### src/rtl/afp_pkg.sv
package afp_pkg;
    typedef enum logic [1:0] {ST_IDLE, ST_COLLECT, ST_DONE} afp_state_e;

    localparam int CFG_AW       = 3;
    localparam int CFG_DW       = 32;
    localparam int ADDR_BYTES   = 6;
    localparam int HASH_WORDS   = 2;
    localparam int HASH_BITS    = HASH_WORDS * CFG_DW;
    localparam int BIN_W        = $clog2(HASH_BITS);

    localparam logic [CFG_AW-1:0] RA_STA_LO  = 3'd0;
    localparam logic [CFG_AW-1:0] RA_STA_HI  = 3'd1;
    localparam logic [CFG_AW-1:0] RA_MODE    = 3'd2;
    localparam logic [CFG_AW-1:0] RA_HASH0   = 3'd3;

    localparam int MODE_PROMISC  = 0;
    localparam int MODE_ALLMULTI = 1;
    localparam int MODE_BCAST    = 2;
    localparam int MODE_W        = 3;

    localparam logic [31:0] CRC_POLY = 32'h04C11DB7;
endpackage

### src/rtl/afp_crc_be.sv
module afp_crc_be #(
    parameter int CW = 32,
    parameter logic [CW-1:0] POLY = 32'h04C11DB7
) (
    input  logic          clk,
    input  logic          rst_n,
    input  logic          restart,
    input  logic          step,
    input  logic [7:0]    data,
    output logic [CW-1:0] crc_nxt
);
    logic [CW-1:0] crc_q;
    logic [CW-1:0] seed;

    always_comb begin
        logic [CW-1:0] c;
        logic          fb;
        seed = restart ? '1 : crc_q;
        c    = seed;
        for (int b = 0; b < 8; b++) begin
            fb = c[CW-1] ^ data[b];
            c  = {c[CW-2:0], 1'b0};
            if (fb) c = c ^ POLY;
        end
        crc_nxt = c;
    end

    always_ff @(posedge clk) begin
        if (!rst_n)    crc_q <= '1;
        else if (step) crc_q <= crc_nxt;
    end
endmodule

### src/rtl/afp_cfg_regs.sv
module afp_cfg_regs
    import afp_pkg::*;
(
    input  logic                 clk,
    input  logic                 rst_n,
    input  logic                 we,
    input  logic [CFG_AW-1:0]    addr,
    input  logic [CFG_DW-1:0]    wdata,
    output logic [CFG_DW-1:0]    rdata,
    output logic [47:0]          station,
    output logic [HASH_BITS-1:0] table_bits,
    output logic [MODE_W-1:0]    mode
);
    logic [CFG_DW-1:0] sta_lo_q;
    logic [15:0]       sta_hi_q;
    logic [MODE_W-1:0] mode_q;
    logic [CFG_DW-1:0] hash_q [HASH_WORDS];

    always_ff @(posedge clk) begin
        if (!rst_n) begin
            sta_lo_q <= '0;
            sta_hi_q <= '0;
            mode_q   <= '0;
        end else if (we) begin
            if (addr == RA_STA_LO) sta_lo_q <= wdata;
            if (addr == RA_STA_HI) sta_hi_q <= wdata[15:0];
            if (addr == RA_MODE)   mode_q   <= wdata[MODE_W-1:0];
        end
    end

    for (genvar k = 0; k < HASH_WORDS; k++) begin : g_hash
        localparam logic [CFG_AW-1:0] MY_ADDR = RA_HASH0 + CFG_AW'(k);
        always_ff @(posedge clk) begin
            if (!rst_n)                        hash_q[k] <= '0;
            else if (we && addr == MY_ADDR)    hash_q[k] <= wdata;
        end
        assign table_bits[k*CFG_DW +: CFG_DW] = hash_q[k];
    end

    always_comb begin
        rdata = '0;
        if (addr == RA_STA_LO) rdata = sta_lo_q;
        if (addr == RA_STA_HI) rdata = {16'b0, sta_hi_q};
        if (addr == RA_MODE)   rdata = {{(CFG_DW-MODE_W){1'b0}}, mode_q};
        for (int k = 0; k < HASH_WORDS; k++)
            if (addr == RA_HASH0 + CFG_AW'(k)) rdata = hash_q[k];
    end

    assign station = {sta_hi_q, sta_lo_q};
    assign mode    = mode_q;
endmodule

### src/rtl/afp_decide.sv
module afp_decide
    import afp_pkg::*;
(
    input  logic [47:0]          dest,
    input  logic [47:0]          station,
    input  logic [HASH_BITS-1:0] table_bits,
    input  logic [MODE_W-1:0]    mode,
    input  logic [BIN_W-1:0]     bin,
    output logic                 accept
);
    logic is_group, is_bcast, hash_hit;

    assign is_group = dest[40];
    assign is_bcast = &dest;
    assign hash_hit = table_bits[bin];

    always_comb begin
        if (mode[MODE_PROMISC])  accept = 1'b1;
        else if (is_bcast)       accept = mode[MODE_BCAST];
        else if (is_group)       accept = mode[MODE_ALLMULTI] | hash_hit;
        else                     accept = (dest == station);
    end
endmodule

### src/rtl/addr_filter.sv
module addr_filter
    import afp_pkg::*;
(
    input  logic              clk,
    input  logic              rst_n,
    input  logic              cfg_we,
    input  logic [2:0]        cfg_addr,
    input  logic [31:0]       cfg_wdata,
    output logic [31:0]       cfg_rdata,
    input  logic              rx_sof,
    input  logic              rx_valid,
    input  logic [7:0]        rx_byte,
    output logic              dec_valid,
    output logic              dec_accept
);
    localparam int HOLD_W = (ADDR_BYTES - 1) * 8;
    localparam int CNT_W  = $clog2(ADDR_BYTES + 1);
    localparam logic [CNT_W-1:0] LAST_IDX = CNT_W'(ADDR_BYTES - 1);

    afp_state_e        state_q, state_d;
    logic [CNT_W-1:0]  cnt_q;
    logic [HOLD_W-1:0] hold_q;
    logic              acc_q;

    logic [47:0]          station;
    logic [HASH_BITS-1:0] table_bits;
    logic [MODE_W-1:0]    mode_q;
    logic [31:0]          crc_nxt;
    logic [47:0]          dest_full;
    logic                 acc_now;

    logic take_start, take_byte, take_last;

    assign take_start = rx_valid && rx_sof;
    assign take_byte  = rx_valid && !rx_sof && state_q == ST_COLLECT;
    assign take_last  = take_byte && cnt_q == LAST_IDX;
    assign dest_full  = {hold_q, rx_byte};

    afp_cfg_regs u_regs (
        .clk(clk), .rst_n(rst_n), .we(cfg_we), .addr(cfg_addr),
        .wdata(cfg_wdata), .rdata(cfg_rdata), .station(station),
        .table_bits(table_bits), .mode(mode_q)
    );

    afp_crc_be #(.CW(32), .POLY(CRC_POLY)) u_crc (
        .clk(clk), .rst_n(rst_n), .restart(take_start),
        .step(take_start || take_byte), .data(rx_byte), .crc_nxt(crc_nxt)
    );

    afp_decide u_decide (
        .dest(dest_full), .station(station), .table_bits(table_bits),
        .mode(mode_q), .bin(crc_nxt[31:26]), .accept(acc_now)
    );

    // next-state logic
    always_comb begin
        state_d = state_q;
        unique case (state_q)
            ST_IDLE:    if (take_start) state_d = ST_COLLECT;
            ST_COLLECT: if (take_start)     state_d = ST_COLLECT;
                        else if (take_last) state_d = ST_DONE;
            ST_DONE:    if (take_start) state_d = ST_COLLECT;
            default:    state_d = ST_IDLE;
        endcase
    end

    // state register and datapath registers
    always_ff @(posedge clk) begin
        if (!rst_n) begin
            state_q <= ST_IDLE;
            cnt_q   <= '0;
            hold_q  <= '0;
            acc_q   <= 1'b0;
        end else begin
            state_q <= state_d;
            if (take_start) begin
                cnt_q  <= CNT_W'(1);
                hold_q <= {{(HOLD_W-8){1'b0}}, rx_byte};
            end else if (take_byte) begin
                cnt_q  <= cnt_q + CNT_W'(1);
                hold_q <= {hold_q[HOLD_W-9:0], rx_byte};
            end
            if (take_last) acc_q <= acc_now;
        end
    end

    // outputs
    always_comb begin
        dec_valid  = (state_q == ST_DONE);
        dec_accept = dec_valid && acc_q;
    end
endmodule

### config.mk
export PLATFORM = sky130hd
export DESIGN_NAME = addr_filter
export DESIGN_NICKNAME = d
export VERILOG_FILES = /design/src/rtl/afp_pkg.sv /design/src/rtl/afp_crc_be.sv /design/src/rtl/afp_cfg_regs.sv /design/src/rtl/afp_decide.sv /design/src/rtl/addr_filter.sv
export SDC_FILE = /design/constraint.sdc
export NUM_CORES = 1
export LEC_CHECK = 0
export BUFFER_PORTS_ARGS = -buffer_cell sky130_fd_sc_hd__buf_2
export CELL_PAD_IN_SITES_DETAIL_PLACEMENT = 1
export CELL_PAD_IN_SITES_GLOBAL_PLACEMENT = 1
export CORE_ASPECT_RATIO = 0.7
export CORE_MARGIN = 5
export CORE_UTILIZATION = 47
export DETAILED_ROUTE_END_ITERATION = 6
export PLACE_DENSITY_LB_ADDON = 0.1
export SLEW_MARGIN = 0
export SYNTH_ARGS = -nofsm -noshare
export SYNTH_HDL_FRONTEND = slang
export SYNTH_SLANG_ARGS = --single-unit
### constraint.sdc
create_clock -name clk -period 6.2 [get_ports clk]
set_input_delay 1.24 -clock clk [delete_from_list [all_inputs] [get_ports clk]]
set_output_delay 1.24 -clock clk [all_outputs]
set_load 0.005 [all_outputs]
---- Word level (Yosys, flattened, before mapping) ----
Memory sizes are Yosys's and may differ from the RTL's.
Cells that the tools add are included.
storage, ports and cells
  register bits after elaboration ......... 129
  RAM bits ................................ 64
  input bits .............................. 48
  word-level logic and storage cells ...... 98
  memories kept ........................... 1
memory list
  memory         depth  bits a word  read ports  clocked after Yosys merged registers in  wr ports  RTL line            text
  u_regs.hash_q  2      32           2           0                                        2         afp_cfg_regs.sv:17  logic [CFG_DW-1:0] hash_q [HASH_WORDS];
operators by class
  $add $sub $neg .......................... 1
  $lt $le $gt $ge ......................... 1
  equality and inequality tests ........... 10
  multiplexer cells ....................... 36
  bitwise gates (word level) .............. 20
  reductions and logical operators ........ 19
operators by type and width
  kind                                                                  count
  32-bit 2-to-1 mux                                                     8
  27-bit 2-to-1 mux                                                     8
  14-bit inverter                                                       8
  48-bit == test                                                        1
  48-bit AND reduction                                                  1
  8-bit 2-to-1 mux                                                      2
  1-bit 2-to-1 mux                                                      13
  2-bit AND reduction                                                   4
  1-bit XOR                                                             8
  1-bit logical AND                                                     7
  6-bit by 7-bit < comparator with 1-bit output, second input constant  1
  1-bit binary-select mux with 6-bit select                             1
  3-bit by 2-bit == test with 1-bit output, second input constant       2
  3-bit == test, second input constant                                  2
  2-bit 2-to-1 mux                                                      3
  2-bit case mux with 2 select lines                                    1
  2-bit OR reduction                                                    2
  3-bit by 1-bit adder with 3-bit output, second input constant         1
  3-bit by 1-bit == test with 1-bit output, second input constant       1
  3-bit zero test                                                       1
  3-bit inequality test, second input constant                          1
  1-bit OR                                                              3
  2-bit by 1-bit == test with 1-bit output, second input constant       1
  2-bit == test, second input constant                                  1
  other kinds (6)                                                       6

---- Longest topological paths before layout ----
  word-level depth ........................ 24
  depth in mapped cells ................... 13

---- Modules after synthesis ----
Synthesis repeated with hierarchy kept, for this count alone.
second synthesis, totals
  cell total of the unflattened synthesis .. 1,150
  area total of the unflattened synthesis .. 10,711.5 um^2
by module, submodules not included
  module        instances  cells each  area an instance (um^2)
  afp_cfg_regs  1          485         5,217.5
  afp_crc_be    1          302         2,461.1
  addr_filter   1          211         1,747.9
  afp_decide    1          152         1,285.0

---- Least setup slack after synthesis ----
OpenSTA, ideal clock, no wires.
  kind .................................... input -> register
  start ................................... input cfg_addr[1]
  end ..................................... memory u_regs.hash_q[1][0] (enable)
  arrival time ............................ 4.297 ns
  data required time ...................... 5.734 ns
  path slack .............................. 1.437 ns
  stages .................................. 5
  path buffers ............................ 3
  cell sequence ........................... clkbuf_1 > or2_2 > clkbuf_1 > clkbuf_1 > o21ai_0
RTL lines
  element          RTL line            text
  start, declared  addr_filter.sv:7    input logic [2:0] cfg_addr,
  end, declared    afp_cfg_regs.sv:17

---- Worst setup path after layout ----
  start ................................... input cfg_addr[1]
  end ..................................... output cfg_rdata[21]
between the ends
  word-level cells in the longest chain between the ends .. 6
RTL lines
  element                RTL line            text
  3-bit zero test        afp_cfg_regs.sv:42  if (addr == RA_STA_LO) rdata = sta_lo_q;
  32-bit 2-to-1 mux      afp_cfg_regs.sv:42
  32-bit 2-to-1 mux      afp_cfg_regs.sv:43  if (addr == RA_STA_HI) rdata = {16'b0, sta_hi_q};
  32-bit 2-to-1 mux      afp_cfg_regs.sv:44  if (addr == RA_MODE) rdata = {{(CFG_DW-MODE_W){1'b0}}, mode_q};
  32-bit 2-to-1 mux      afp_cfg_regs.sv:46  if (addr == RA_HASH0 + CFG_AW'(k)) rdata = hash_q[k];
  32-bit 2-to-1 mux (*)  afp_cfg_regs.sv:46
  end, declared          addr_filter.sv:9    output logic [31:0] cfg_rdata,
Mark *: on every way between the ends. The rest lies on a longest branch, timed or not.

==> results_tabular.tex <==
\begin{tabular}{lr}
\hline
Metric & Value \\
\hline
\multicolumn{2}{l}{\textbf{Worst hold path}} \\
Class of the most critical hold timing path & flip-flop to flip-flop \\
HP Start & u\_crc.crc\_q[1]\$\_SDFFE\_PN1P\_ \\
Hold path endpoint & u\_crc.crc\_q[1]\$\_SDFFE\_PN1P\_ \\
Hold path cells & 2 \\
\multicolumn{2}{l}{\textbf{Synth}} \\
Distinct cells, synth & 52 \\
Synth warn & 0 \\
Post-Syn Nets & about 1200 \\
Number of flip-flops and latches in the synthesized netlist & around 190 \\
Part of the Yosys area used for sequential elements & 44.6\% \\
Area contributors post-synth & dfxtp\_1, edfxtp\_1, nand2\_1 \\
Portion of synthesized cell area occupied by the leading cell type & 25.5\% \\
EDFF count, synth & 64 \\
Leading area contributor after synthesis & dfxtp\_1 \\
Asr flop ratio synth & 0\% \\
Main synth FF type & dfxtp\_1 \\
Post-synthesis average cell area & between 9 and 10 um\^{}2 \\
Cell count after synthesis & approximately 1100 \\
Summed instance area of the synthesized netlist & roughly 0.010 mm\^{}2 \\
\multicolumn{2}{l}{\textbf{Clocking}} \\
Hold buffer count at cts & 0 \\
CTS tree & built \\
Insertion delay to the later sink of the worst-skew pair & $\sim$0.45 ns \\
H-tree levels & 4 \\
Post-cts repair resize count & 0 \\
Number of buffers inserted by post-CTS setup repair & 0 \\
Post-CTS clock slew at the launch and capture registers of the worst setup and hold paths & about 0.07 ns \\
Root Buffer Master & clkbuf\_16 \\
Maximum clock insertion buffer count & 2 \\
Number of buffers created by CTS & 17 \\
Clock Sink Count & approximately 190 \\
\multicolumn{2}{l}{\textbf{Drt}} \\
Drc violations & 0 \\
Final wirelength & 34700 um \\
Pre-Repair DR Iteration Count & 5 \\
Total number of vias & roughly 8500 \\
Number of nets with antenna violations after routing & 0 \\
Average via count per standard cell & 5.92 \\
Routed WL per cell & 24.1 um \\
Drt first-iter violations & 853 \\
\multicolumn{2}{l}{\textbf{Setup path}} \\
Number of cells on the worst reg-to-reg path & 10 \\
Capture instance of the worst register-to-register path & acc\_q\$\_SDFFE\_PN0P\_ \\
Largest stage delay, worst path & 0.80 ns \\
Slowest cell on crit path & or2\_2 \\
Reg-to-reg startpoint & u\_crc.crc\_q[29]\$\_SDFFE\_PN1P\_ \\
Reg-to-reg setup timing slack & $\sim$2.8 ns \\
Critical Path RT & a little under 5 ns \\
Cells along the critical path & buf\_2 -> or2\_2 -> o21ai\_0 -> buf\_2 \\
Crit path max fanout & 33 \\
Critical path data arrival time & 3.15 ns \\
Crit start category & input pin \\
Dominant cell type by count on the critical path & buf\_2 \\
Start-to-end type of the worst setup path & input pin to output port \\
Category of the worst setup path capture point & output port \\
\multicolumn{2}{l}{\textbf{Place}} \\
Post-detail-place hpwl & 24700 um \\
IO buf count & 81 \\
Global placement routability congestion & between 0.9 and 1 \\
Number of placed instances, taps included & between 1000 and 1500 \\
DP Area & 0.0107 mm\^{}2 \\
\multicolumn{2}{l}{\textbf{STA}} \\
Period utilization & between 70\% and 80\% \\
Pins over their slew limit & 0 \\
Achievable Freq & $\sim$230 MHz \\
Final setup violation count & 0 \\
Skew final & 0.00806 ns \\
Final Hold Fails & 0 \\
Setup repair after global routing missed its margin & false \\
Summed negative setup slack over all endpoints & 0 ns \\
Min Tclk post-route & between 4 and 5 ns \\
Tightest slew margin relative to the limit & between 20\% and 30\% \\
Worst slew pin tran & $\sim$1.2 ns \\
\multicolumn{2}{l}{\textbf{Layout}} \\
Design Area, Final & between 0.01 and 0.015 mm\^{}2 \\
Final Core Density & a little over half \\
Relative area change from synthesis to final layout & 11.9\% \\
Fill cell count & 2407 \\
Antenna diode instance count & 0 \\
Fraction of final layout cells with drive strength greater than 1 & a little over an eighth \\
Final net count & 1199 \\
Final standard cell count with taps included and fillers excluded & approximately 1400 \\
\multicolumn{2}{l}{\textbf{Die}} \\
Ports placed on the boundary & 82 \\
Standard cell core area & around 0.021 mm\^{}2 \\
Std cell rows & 44 \\
Height of the chip & 133 um \\
Horiz. Die Dim & 185 um \\
Initial cell density of the core & between 40 and 50\% \\
Area of the die & $\sim$0.025 mm\^{}2 \\
\multicolumn{2}{l}{\textbf{Outcome}} \\
Outcome & finished clean \\
\multicolumn{2}{l}{\textbf{Pwr}} \\
Peak supply drop & 0.205 mV \\
Static Leakage & around 4.3 nW \\
Power Density & approximately 320 mW/mm\^{}2 \\
Design Power & $\sim$3.6 mW \\
\multicolumn{2}{l}{\textbf{Global routing}} \\
Sum of overflow across all layers after global routing & 0 \\
Largest net degree at the start of global routing & 68 \\
Global-route wire length before repair & about 53000 um \\
Number of global-route vias before repair & 8590 \\
Antenna violations before repair & 1 \\
Total routing usage reported by global routing & between 20 and 30\% \\
\multicolumn{2}{l}{\textbf{Run}} \\
Max cap viols & 0 \\
\hline
\end{tabular}
## cell type report
class | instances | area, um^2 | share of cell area (%)
Multi-Input combinational cell | 822 | 5280 | 46.7
Tap cell | 276 | 345 | 3.05
Clock buffer | 26 | 520 | 4.60
Sequential cell | 193 | 4500 | 39.8
Inverter | 17 | 63.8 | 0.564
Timing Repair Buffer | 98 | 533 | 4.71
Clock inverter | 6 | 66.3 | 0.586
## registers in the layout, summed over array words and instances (netlist names)
signal / flops
acc_q: 1
cnt_q: 3
hold_q: 40
state_q: 2
u_crc.crc_q: 32
u_regs.hash_q: 64
u_regs.mode: 3
u_regs.sta_hi_q: 16
u_regs.sta_lo_q: 32
## layer usage
layer	GRT usage, %	part of all wire, %	vias to the layer above
met4	7.95	1.9	2
met2	39.5	41	340
met3	7.68	9.0	43
met5	0	0.040	-
met1	43.1	48	4261
li1	-	-	3867
## cell families (layout without fill, tap and decap cells)
family	Yosys count	count (layout)	synth area share [%]
AO/OA/AOI/OAI	189	189	11.1
XOR/XNOR	129	129	12.1
multiplexers	93	93	9.88
AND/OR/NAND/NOR	409	409	18.3
flip-flops	193	193	44.6
buffers and inverters	95	147	3.87
adder cells (fa/ha/maj)	2	2	0.247
## where the power goes
part | internal [mW] | total (mW) | switching [mW]
registers | 1.38 | 1.45 | 0.0701
clock network | 0.624 | 1.13 | 0.505
logic | 0.438 | 0.993 | 0.555
total | 2.44 | 3.57 | 1.13
## worst max-delay path, delay by kind of cell
family / cells / cell delay [ns]
AOI/OAI and AO/OA: 1 / 0.32
and+or+nand+nor: 1 / 0.80
buffers and inverters: 2 / 0.77
## stage by stage
| stage | worst slack, ns | hold WS, ns |
|---|---|---|
| final | 1.81 | 0.472 |
| after global routing | 1.62 | 0.495 |
| after floorplan | 1.44 | 0.429 |
| after detailed placement | 1.45 | 0.452 |
| after global placement | 1.52 | 0.454 |
| after CTS | 1.84 | 0.473 |
## layout by cell type (no fill, tap or decap), types with 4 or more instances in the layout
cell / Yosys / routed
a211oi_1: 4 / 4
a21oi_1: 93 / 93
a31oi_1: 4 / 4
and2_1: 66 / 66
buf_2: 9 / 81
buf_4: 0 / 17
clkbuf_1: 61 / 4
clkbuf_16: 0 / 18
clkbuf_8: 0 / 4
dfxtp_1: 129 / 129
edfxtp_1: 64 / 64
inv_1: 16 / 16
mux2_2: 4 / 4
mux2i_1: 84 / 84
mux4_2: 5 / 5
nand2_1: 240 / 240
nand2b_1: 5 / 5
nand3_1: 8 / 8
nand4_1: 18 / 18
nor2_1: 40 / 38
nor2b_1: 4 / 4
nor3_1: 8 / 7
nor4_1: 10 / 10
o211ai_1: 28 / 28
o21ai_0: 22 / 20
o22ai_1: 20 / 20
xnor2_1: 86 / 85
xnor2_2: 4 / 4
xor2_1: 35 / 35
## worst max-delay path by stage
stage | end | startpoint | cells past startpoint | slack [ns]
floorplan | u_regs.hash_q[1][0]$_SDFFCE_PN0P_ | cfg_addr[1] | 5 | 1.44
global placement | acc_q$_SDFFE_PN0P_ | rx_valid | 10 | 1.52
detailed placement | acc_q$_SDFFE_PN0P_ | rx_valid | 10 | 1.45
CTS | cfg_rdata[29] | cfg_addr[1] | 4 | 1.84
global route | acc_q$_SDFFE_PN0P_ | rx_valid | 12 | 1.62
finish | cfg_rdata[21] | cfg_addr[1] | 4 | 1.81
## Yosys cell counts (2+ instances only)
cell       count
nor3_1         8
a22oi_1        3
mux2_2         4
o211ai_1      28
a211oi_1       4
a31oi_1        4
a221oi_1       3
xor2_1        35
o22ai_1       20
dfxtp_1      129
buf_2          9
or2_2          2
nand2_1      240
xnor2_1       86
nor2_1        40
clkbuf_1      61
nor2b_1        4
o2111ai_1      2
and3_1         3
a21oi_1       93
nor4_1        10
mux4_2         5
nor3b_1        2
o2bb2ai_1      2
edfxtp_1      64
xnor2_2        4
and2_1        66
o21ai_0       22
buf_1          4
xnor2_4        2
nand3_1        8
inv_1         16
ha_1           2
nand2b_1       5
buf_6          3
mux2i_1       84
nand4_1       18
Power figures use the tool's default switching activity.
